### config.mk
export PLATFORM = sky130hd
export DESIGN_NAME = mr_prime_tester
export DESIGN_NICKNAME = d
export VERILOG_FILES = /design/src/rtl/mrp_pkg.sv /design/src/rtl/mrp_modmul.sv /design/src/rtl/mrp_modexp.sv /design/src/rtl/mrp_split.sv /design/src/rtl/mr_prime_tester.sv
export SDC_FILE = /design/constraint.sdc
export NUM_CORES = 1
export LEC_CHECK = 0
export BUFFER_PORTS_ARGS = -buffer_cell sky130_fd_sc_hd__buf_2
export CAP_MARGIN = 20
export CORE_UTILIZATION = 52
export DETAILED_ROUTE_END_ITERATION = 6
export PLACE_DENSITY = 0.79
export SYNTH_ARGS = -nofsm -noshare
export SYNTH_HDL_FRONTEND = slang
export SYNTH_SLANG_ARGS = --single-unit
### constraint.sdc
create_clock -name clk -period 11 [get_ports clk]
set_input_delay 2.2 -clock clk [delete_from_list [all_inputs] [get_ports clk]]
set_output_delay 2.2 -clock clk [all_outputs]
set_load 0.01 [all_outputs]
### src/rtl/mrp_pkg.sv
package mrp_pkg;

    localparam int MRP_W      = 32;
    localparam int MRP_NBASES = 7;

    typedef enum logic [2:0] {
        EX_IDLE,
        EX_CHECK,
        EX_WAIT_R,
        EX_SQUARE,
        EX_WAIT_P
    } exp_state_t;

    typedef enum logic [2:0] {
        T_IDLE,
        T_SPLIT,
        T_PICK,
        T_POW,
        T_SQR,
        T_FIN
    } top_state_t;

    // Ordered witness list; index beyond the list yields 0 (never used).
    function automatic logic [7:0] witness_base(input logic [2:0] idx);
        case (idx)
            3'd0:    return 8'd2;
            3'd1:    return 8'd3;
            3'd2:    return 8'd5;
            3'd3:    return 8'd7;
            3'd4:    return 8'd11;
            3'd5:    return 8'd13;
            3'd6:    return 8'd17;
            default: return 8'd0;
        endcase
    endfunction

endpackage

### src/rtl/mrp_modmul.sv
module mrp_modmul #(
    parameter int W = mrp_pkg::MRP_W
) (
    input  logic         clk,
    input  logic         rst,
    input  logic         start,
    input  logic [W-1:0] op_a,
    input  logic [W-1:0] op_b,
    input  logic [W-1:0] modulus,
    output logic         done,
    output logic [W-1:0] result
);
    localparam int CW = $clog2(W + 1);

    logic [W-1:0]  acc, aa, bb, mm;
    logic [CW-1:0] cnt;
    logic          run;

    logic [2*W-1:0] dbl_w, mod_w, add_w, sum_w;
    logic [W-1:0]   dbl_red, acc_nx;

    always_comb begin
        mod_w   = {{W{1'b0}}, mm};
        dbl_w   = {{W{1'b0}}, acc} << 1;
        dbl_red = (dbl_w >= mod_w) ? W'(dbl_w - mod_w) : W'(dbl_w);
        add_w   = bb[W-1] ? {{W{1'b0}}, aa} : '0;
        sum_w   = {{W{1'b0}}, dbl_red} + add_w;
        acc_nx  = (sum_w >= mod_w) ? W'(sum_w - mod_w) : W'(sum_w);
    end

    always_ff @(posedge clk) begin
        if (rst) begin
            acc    <= '0;
            aa     <= '0;
            bb     <= '0;
            mm     <= '0;
            cnt    <= '0;
            run    <= 1'b0;
            done   <= 1'b0;
            result <= '0;
        end else begin
            done <= 1'b0;
            if (start && !run) begin
                acc <= '0;
                aa  <= op_a;
                bb  <= op_b;
                mm  <= modulus;
                cnt <= CW'(W);
                run <= 1'b1;
            end else if (run) begin
                acc <= acc_nx;
                bb  <= bb << 1;
                cnt <= cnt - 1'b1;
                if (cnt == CW'(1)) begin
                    run    <= 1'b0;
                    done   <= 1'b1;
                    result <= acc_nx;
                end
            end
        end
    end
endmodule

### src/rtl/mrp_modexp.sv
module mrp_modexp #(
    parameter int W = mrp_pkg::MRP_W
) (
    input  logic         clk,
    input  logic         rst,
    input  logic         start,
    input  logic [W-1:0] base,
    input  logic [W-1:0] expo,
    input  logic [W-1:0] modulus,
    output logic         done,
    output logic [W-1:0] result
);
    import mrp_pkg::*;

    exp_state_t   st;
    logic [W-1:0] acc_r, pow_r, e_r, mod_r;
    logic         acc_is_one;
    logic         m_start, m_done;
    logic [W-1:0] m_a, m_b, m_res;

    mrp_modmul #(.W(W)) u_mul (
        .clk     (clk),
        .rst     (rst),
        .start   (m_start),
        .op_a    (m_a),
        .op_b    (m_b),
        .modulus (mod_r),
        .done    (m_done),
        .result  (m_res)
    );

    always_ff @(posedge clk) begin
        if (rst) begin
            st         <= EX_IDLE;
            acc_r      <= '0;
            pow_r      <= '0;
            e_r        <= '0;
            mod_r      <= '0;
            acc_is_one <= 1'b1;
            m_start    <= 1'b0;
            m_a        <= '0;
            m_b        <= '0;
            done       <= 1'b0;
            result     <= '0;
        end else begin
            m_start <= 1'b0;
            done    <= 1'b0;
            case (st)
                EX_IDLE: if (start) begin
                    acc_r      <= W'(1);
                    acc_is_one <= 1'b1;
                    pow_r      <= base;
                    e_r        <= expo;
                    mod_r      <= modulus;
                    st         <= EX_CHECK;
                end
                EX_CHECK: begin
                    if (e_r == '0) begin
                        done   <= 1'b1;
                        result <= acc_r;
                        st     <= EX_IDLE;
                    end else if (e_r[0] && !acc_is_one) begin
                        m_a     <= acc_r;
                        m_b     <= pow_r;
                        m_start <= 1'b1;
                        st      <= EX_WAIT_R;
                    end else if (e_r[0]) begin
                        // first set bit: product with 1 is a plain copy
                        acc_r      <= pow_r;
                        acc_is_one <= 1'b0;
                        st         <= EX_SQUARE;
                    end else begin
                        st <= EX_SQUARE;
                    end
                end
                EX_WAIT_R: if (m_done) begin
                    acc_r <= m_res;
                    st    <= EX_SQUARE;
                end
                EX_SQUARE: begin
                    if (e_r[W-1:1] == '0) begin
                        e_r <= '0;
                        st  <= EX_CHECK;
                    end else begin
                        m_a     <= pow_r;
                        m_b     <= pow_r;
                        m_start <= 1'b1;
                        st      <= EX_WAIT_P;
                    end
                end
                EX_WAIT_P: if (m_done) begin
                    pow_r <= m_res;
                    e_r   <= e_r >> 1;
                    st    <= EX_CHECK;
                end
                default: st <= EX_IDLE;
            endcase
        end
    end
endmodule

### src/rtl/mrp_split.sv
module mrp_split #(
    parameter int W  = mrp_pkg::MRP_W,
    parameter int SW = $clog2(W)
) (
    input  logic          clk,
    input  logic          rst,
    input  logic          start,
    input  logic [W-1:0]  cand,
    output logic          done,
    output logic [W-1:0]  odd_part,
    output logic [SW-1:0] twos
);
    logic run;

    always_ff @(posedge clk) begin
        if (rst) begin
            run      <= 1'b0;
            done     <= 1'b0;
            odd_part <= '0;
            twos     <= '0;
        end else begin
            done <= 1'b0;
            if (start && !run) begin
                odd_part <= cand - W'(1);
                twos     <= '0;
                run      <= 1'b1;
            end else if (run) begin
                if (odd_part[0]) begin
                    run  <= 1'b0;
                    done <= 1'b1;
                end else begin
                    odd_part <= odd_part >> 1;
                    twos     <= twos + 1'b1;
                end
            end
        end
    end
endmodule

### src/rtl/mr_prime_tester.sv
module mr_prime_tester #(
    parameter int W = mrp_pkg::MRP_W
) (
    input  logic         clk,
    input  logic         rst,
    input  logic         in_valid,
    output logic         in_ready,
    input  logic [W-1:0] in_cand,
    input  logic [2:0]   in_rounds,
    output logic         busy,
    output logic         done,
    output logic         is_prime
);
    import mrp_pkg::*;

    localparam int SW = $clog2(W);

    top_state_t    st;
    logic [W-1:0]  n_q, nm1;
    logic [2:0]    k_q, rnd;
    logic [SW-1:0] sq_cnt, sq_next;
    logic          prime_q;

    logic          s_start, s_done;
    logic [W-1:0]  d_val;
    logic [SW-1:0] s_val;

    logic          estart, edone;
    logic [W-1:0]  ebase, eexp, eres;
    logic [W-1:0]  cur_base;

    assign nm1      = n_q - W'(1);
    assign cur_base = {{(W-8){1'b0}}, witness_base(rnd)};
    assign sq_next  = sq_cnt + 1'b1;

    mrp_split #(.W(W), .SW(SW)) u_split (
        .clk      (clk),
        .rst      (rst),
        .start    (s_start),
        .cand     (n_q),
        .done     (s_done),
        .odd_part (d_val),
        .twos     (s_val)
    );

    mrp_modexp #(.W(W)) u_exp (
        .clk     (clk),
        .rst     (rst),
        .start   (estart),
        .base    (ebase),
        .expo    (eexp),
        .modulus (n_q),
        .done    (edone),
        .result  (eres)
    );

    always_ff @(posedge clk) begin
        if (rst) begin
            st      <= T_IDLE;
            n_q     <= W'(3);
            k_q     <= 3'd1;
            rnd     <= '0;
            sq_cnt  <= '0;
            prime_q <= 1'b0;
            s_start <= 1'b0;
            estart  <= 1'b0;
            ebase   <= '0;
            eexp    <= '0;
        end else begin
            s_start <= 1'b0;
            estart  <= 1'b0;
            case (st)
                T_IDLE: if (in_valid) begin
                    n_q     <= in_cand;
                    k_q     <= (in_rounds == 3'd0) ? 3'd1 : in_rounds;
                    rnd     <= '0;
                    prime_q <= 1'b0;
                    s_start <= 1'b1;
                    st      <= T_SPLIT;
                end
                T_SPLIT: if (s_done) st <= T_PICK;
                T_PICK: begin
                    if (rnd == k_q) begin
                        prime_q <= 1'b1;
                        st      <= T_FIN;
                    end else if (cur_base >= nm1) begin
                        rnd <= rnd + 1'b1;
                    end else begin
                        ebase  <= cur_base;
                        eexp   <= d_val;
                        estart <= 1'b1;
                        sq_cnt <= '0;
                        st     <= T_POW;
                    end
                end
                T_POW: if (edone) begin
                    if (eres == W'(1) || eres == nm1) begin
                        rnd <= rnd + 1'b1;
                        st  <= T_PICK;
                    end else if (s_val <= SW'(1)) begin
                        st <= T_FIN;
                    end else begin
                        ebase  <= eres;
                        eexp   <= W'(2);
                        estart <= 1'b1;
                        st     <= T_SQR;
                    end
                end
                T_SQR: if (edone) begin
                    sq_cnt <= sq_next;
                    if (eres == nm1) begin
                        rnd <= rnd + 1'b1;
                        st  <= T_PICK;
                    end else if (eres == W'(1) || sq_next == s_val - 1'b1) begin
                        st <= T_FIN;
                    end else begin
                        ebase  <= eres;
                        eexp   <= W'(2);
                        estart <= 1'b1;
                    end
                end
                T_FIN: st <= T_IDLE;
                default: st <= T_IDLE;
            endcase
        end
    end

    assign in_ready = (st == T_IDLE);
    assign busy     = (st != T_IDLE);
    assign done     = (st == T_FIN);
    assign is_prime = prime_q;
endmodule

==> impl_metrics.tcl <==
set metrics [dict create \
    status "finished clean" \
    clk_pin_slew_worst_paths_ns 0.06 \
    tightest_slew_ns 1.06 \
    wirelength_mm 91.2 \
    place_congestion 0.994 \
    dp_hpwl_mm 63.8 \
    cts_sinks 550 \
    fin_tns_setup_ns 0 \
    yosysWarnings 0 \
    core_mm2 0.0564 \
    setup_viol 0 \
    hold_viol_final 0 \
    drt-pass1-iter-count 6 \
    ctsResizeCount 0 \
    post_drt_wl_per_cell_um 20.8 \
    avgSynthCellArea_um2 7.97 \
    drv_cap 0 \
    syn-cell-area_mm2 0.0297 \
    port_buffers 41 \
    via_per_inst 6.30 \
    max-vdd-ir-drop_uv 244 \
    slew_violations 0 \
    antenna_found_initial 1 \
    post-place-ws_ns 2.06 \
    power_leakage_nw 12.4 \
    rsz0062_at_grt "false" \
    overflow 0 \
    synth_edf_count 0 \
    skew_ns 0.0546 \
    floorplan.initialDensity 0.526 \
    final_common_cell "nand2_1" \
    first_iter_violations 3429 \
    layout_common_cells "582 x nand2_1, 548 x dfxtp_1, 419 x a21oi_1, 303 x nor2_1, 148 x o21ai_0" \
    crit_fanout 30 \
    crit_required_ns 11.48 \
    antenna_left 0 \
    maxSlewHeadroom 0.275 \
    insertion_delay_ns 0.67 \
    ys_types 89 \
    fin_util 0.569 \
    ys_seq_elements 550 \
    grt_max_degree 97 \
    timing.final.crit_share 0.834 \
    ios 42 \
    power_density_mw_per_mm2 165 \
    die_h_um 241 \
    cts_buffer_depth 3 \
    numCtsBuffers 58 \
    die_x_um 241 \
    cts_tree "built" \
    area_growth_pct 8.27 \
    synthArstFlopShare 0 \
    cts-hold-fix-buffers 0 \
    diodes 0 \
    cp.arrival_ns 9.66 \
    cpPeakStageDelay_ns 0.66 \
    clockRootBuffer "clkbuf_16" \
    synth-seq-area-share 0.371 \
    post_cts_buffers 0 \
    final_nets 3731 \
    drive_above_1_share 0.0670 \
    crit_path_top_delay_cell "a311oi_1" \
    setup_ws_ns 1.82 \
    hp-class "flop to flop" \
    grt_pass1_vias 24833 \
    fp-row-count 87 \
    drc 0 \
    cp-start-kind "flop" \
    htreeDepth 2 \
    grtUsageTotal 0.311 \
    die_area_mm2 0.0580 \
    grt_pass1_wl_mm 142 \
    critical_path_class "flop to flop" \
    synth_cells 3720 \
    via_count 27591 \
    max_freq_mhz 109 \
    worstSetupEndpointType "flop" \
    synth_nets 3873 \
    synth_ff_type "dfxtp_1" \
    period_minus_slack_ns 9.18 \
]
-- final timing paths --
| path | startpoint | end | slack [ns] | cells past startpoint |
|---|---|---|---|---|
| max | u_exp.u_mul.mm[2] | u_exp.u_mul.result[22] | 1.82 | 31 |
| min | u_exp.mod_r[15] | u_exp.u_mul.mm[15] | 0.45 | 2 |
| max reg2reg | u_exp.u_mul.mm[2] | u_exp.u_mul.result[22] | 1.82 | 31 |
| min reg2reg | u_exp.mod_r[15] | u_exp.u_mul.mm[15] | 0.45 | 2 |
-- where the power goes --
group / switching (mW) / leakage (nW) / internal [mW]
clock: 0.868 / 1.00 / 1.22
sequential: 0.174 / 4.44 / 2.09
combinational: 0.640 / 6.97 / 0.315
-- metal layers --
metal / vias up / routed length (µm) / global-route usage
li1: 13056 / - / -
met1: 13046 / 38800 / 0.429
met2: 1306 / 39600 / 0.468
met3: 183 / 9520 / 0.0717
met4: 0 / 3260 / 0.120
met5: - / 0 / 0
-- critical path, delay by kind of cell (launching register included) --
kind	cells	cell delay, ns
and+or+nand+nor	8	2.06
muxes	1	0.32
adders and majority gates	3	1.08
buffers and inverters	5	1.23
DFF	1	0.33
AOI/OAI and AO/OA	14	3.99
-- final cells by class --
| class | count | area [µm²] |
|---|---|---|
| fill | 5264 | 24300 |
| sequential | 550 | 11000 |
| inverter | 99 | 374 |
| clock buffer | 77 | 1630 |
| timing repair buffer | 82 | 536 |
| multi-input combinational | 2787 | 17200 |
| tap | 756 | 946 |
| clock inverter | 31 | 410 |
-- cells in the mapped netlist, drive strengths merged, types with 16 or more instances --
master | number | share of area
o21ai | 153 | 0.026
nor2b | 25 | 0.0053
nand4 | 28 | 0.0059
nand3 | 73 | 0.012
ha | 112 | 0.047
or3 | 26 | 0.0055
nand2 | 584 | 0.074
o21bai | 17 | 0.0043
o31ai | 18 | 0.0046
nor2 | 309 | 0.039
a221oi | 40 | 0.012
o211a | 62 | 0.021
buf | 48 | 0.010
a21oi | 420 | 0.071
dfxtp | 550 | 0.37
xnor2 | 74 | 0.022
a21o | 35 | 0.0089
a22oi | 49 | 0.012
a211oi | 91 | 0.023
inv | 98 | 0.012
a41o | 59 | 0.020
nor3 | 102 | 0.017
clkbuf | 235 | 0.030
and2 | 43 | 0.0091
mux2i | 100 | 0.034
xor2 | 59 | 0.017
a31oi | 20 | 0.0042
o21a | 21 | 0.0053
nor4 | 45 | 0.011
a311oi | 44 | 0.013
nand2b | 26 | 0.0055
or4 | 16 | 0.0042
-- metrics by stage --
step / instances / cell area, µm² / hold WS (ns) / power, mW
floorplan: 3720 / 29700 / 0.428 / 2.97
global placement: 4274 / 30100 / 0.438 / 3.22
detailed placement: 4274 / 30100 / 0.442 / 3.23
CTS: 4382 / 32100 / 0.448 / 5.29
global route: 4382 / 32100 / 0.467 / 5.49
finish: 4382 / 32100 / 0.448 / 5.30
-- cells by family (layout without fill, tap and decap cells) --
logic type,after synthesis,after routing,share of synthesized area
xor+xnor,138,138,0.0432
simple gates,1333,1333,0.203
mux,102,102,0.0345
fa+ha+maj,115,115,0.0493
flops,550,550,0.371
buf+inv,383,289,0.0529
compound gates,1099,1099,0.245
-- sequential cells by signal, indices dropped and copies added (netlist names), 32 cells and up --
register and cells:
u_exp.m_a 32, u_exp.acc_r 32, u_exp.e_r 32, u_exp.u_mul.acc 32, eexp 32, u_exp.mod_r 32
u_exp.u_mul.result 32, u_exp.u_mul.bb 32, u_split.odd_part 32, ebase 32, u_exp.pow_r 32, u_exp.m_b 32
u_exp.u_mul.mm 32, u_exp.u_mul.aa 32, n_q 32, u_exp.result 32
Note: power is estimated with default switching activity, not from simulation.
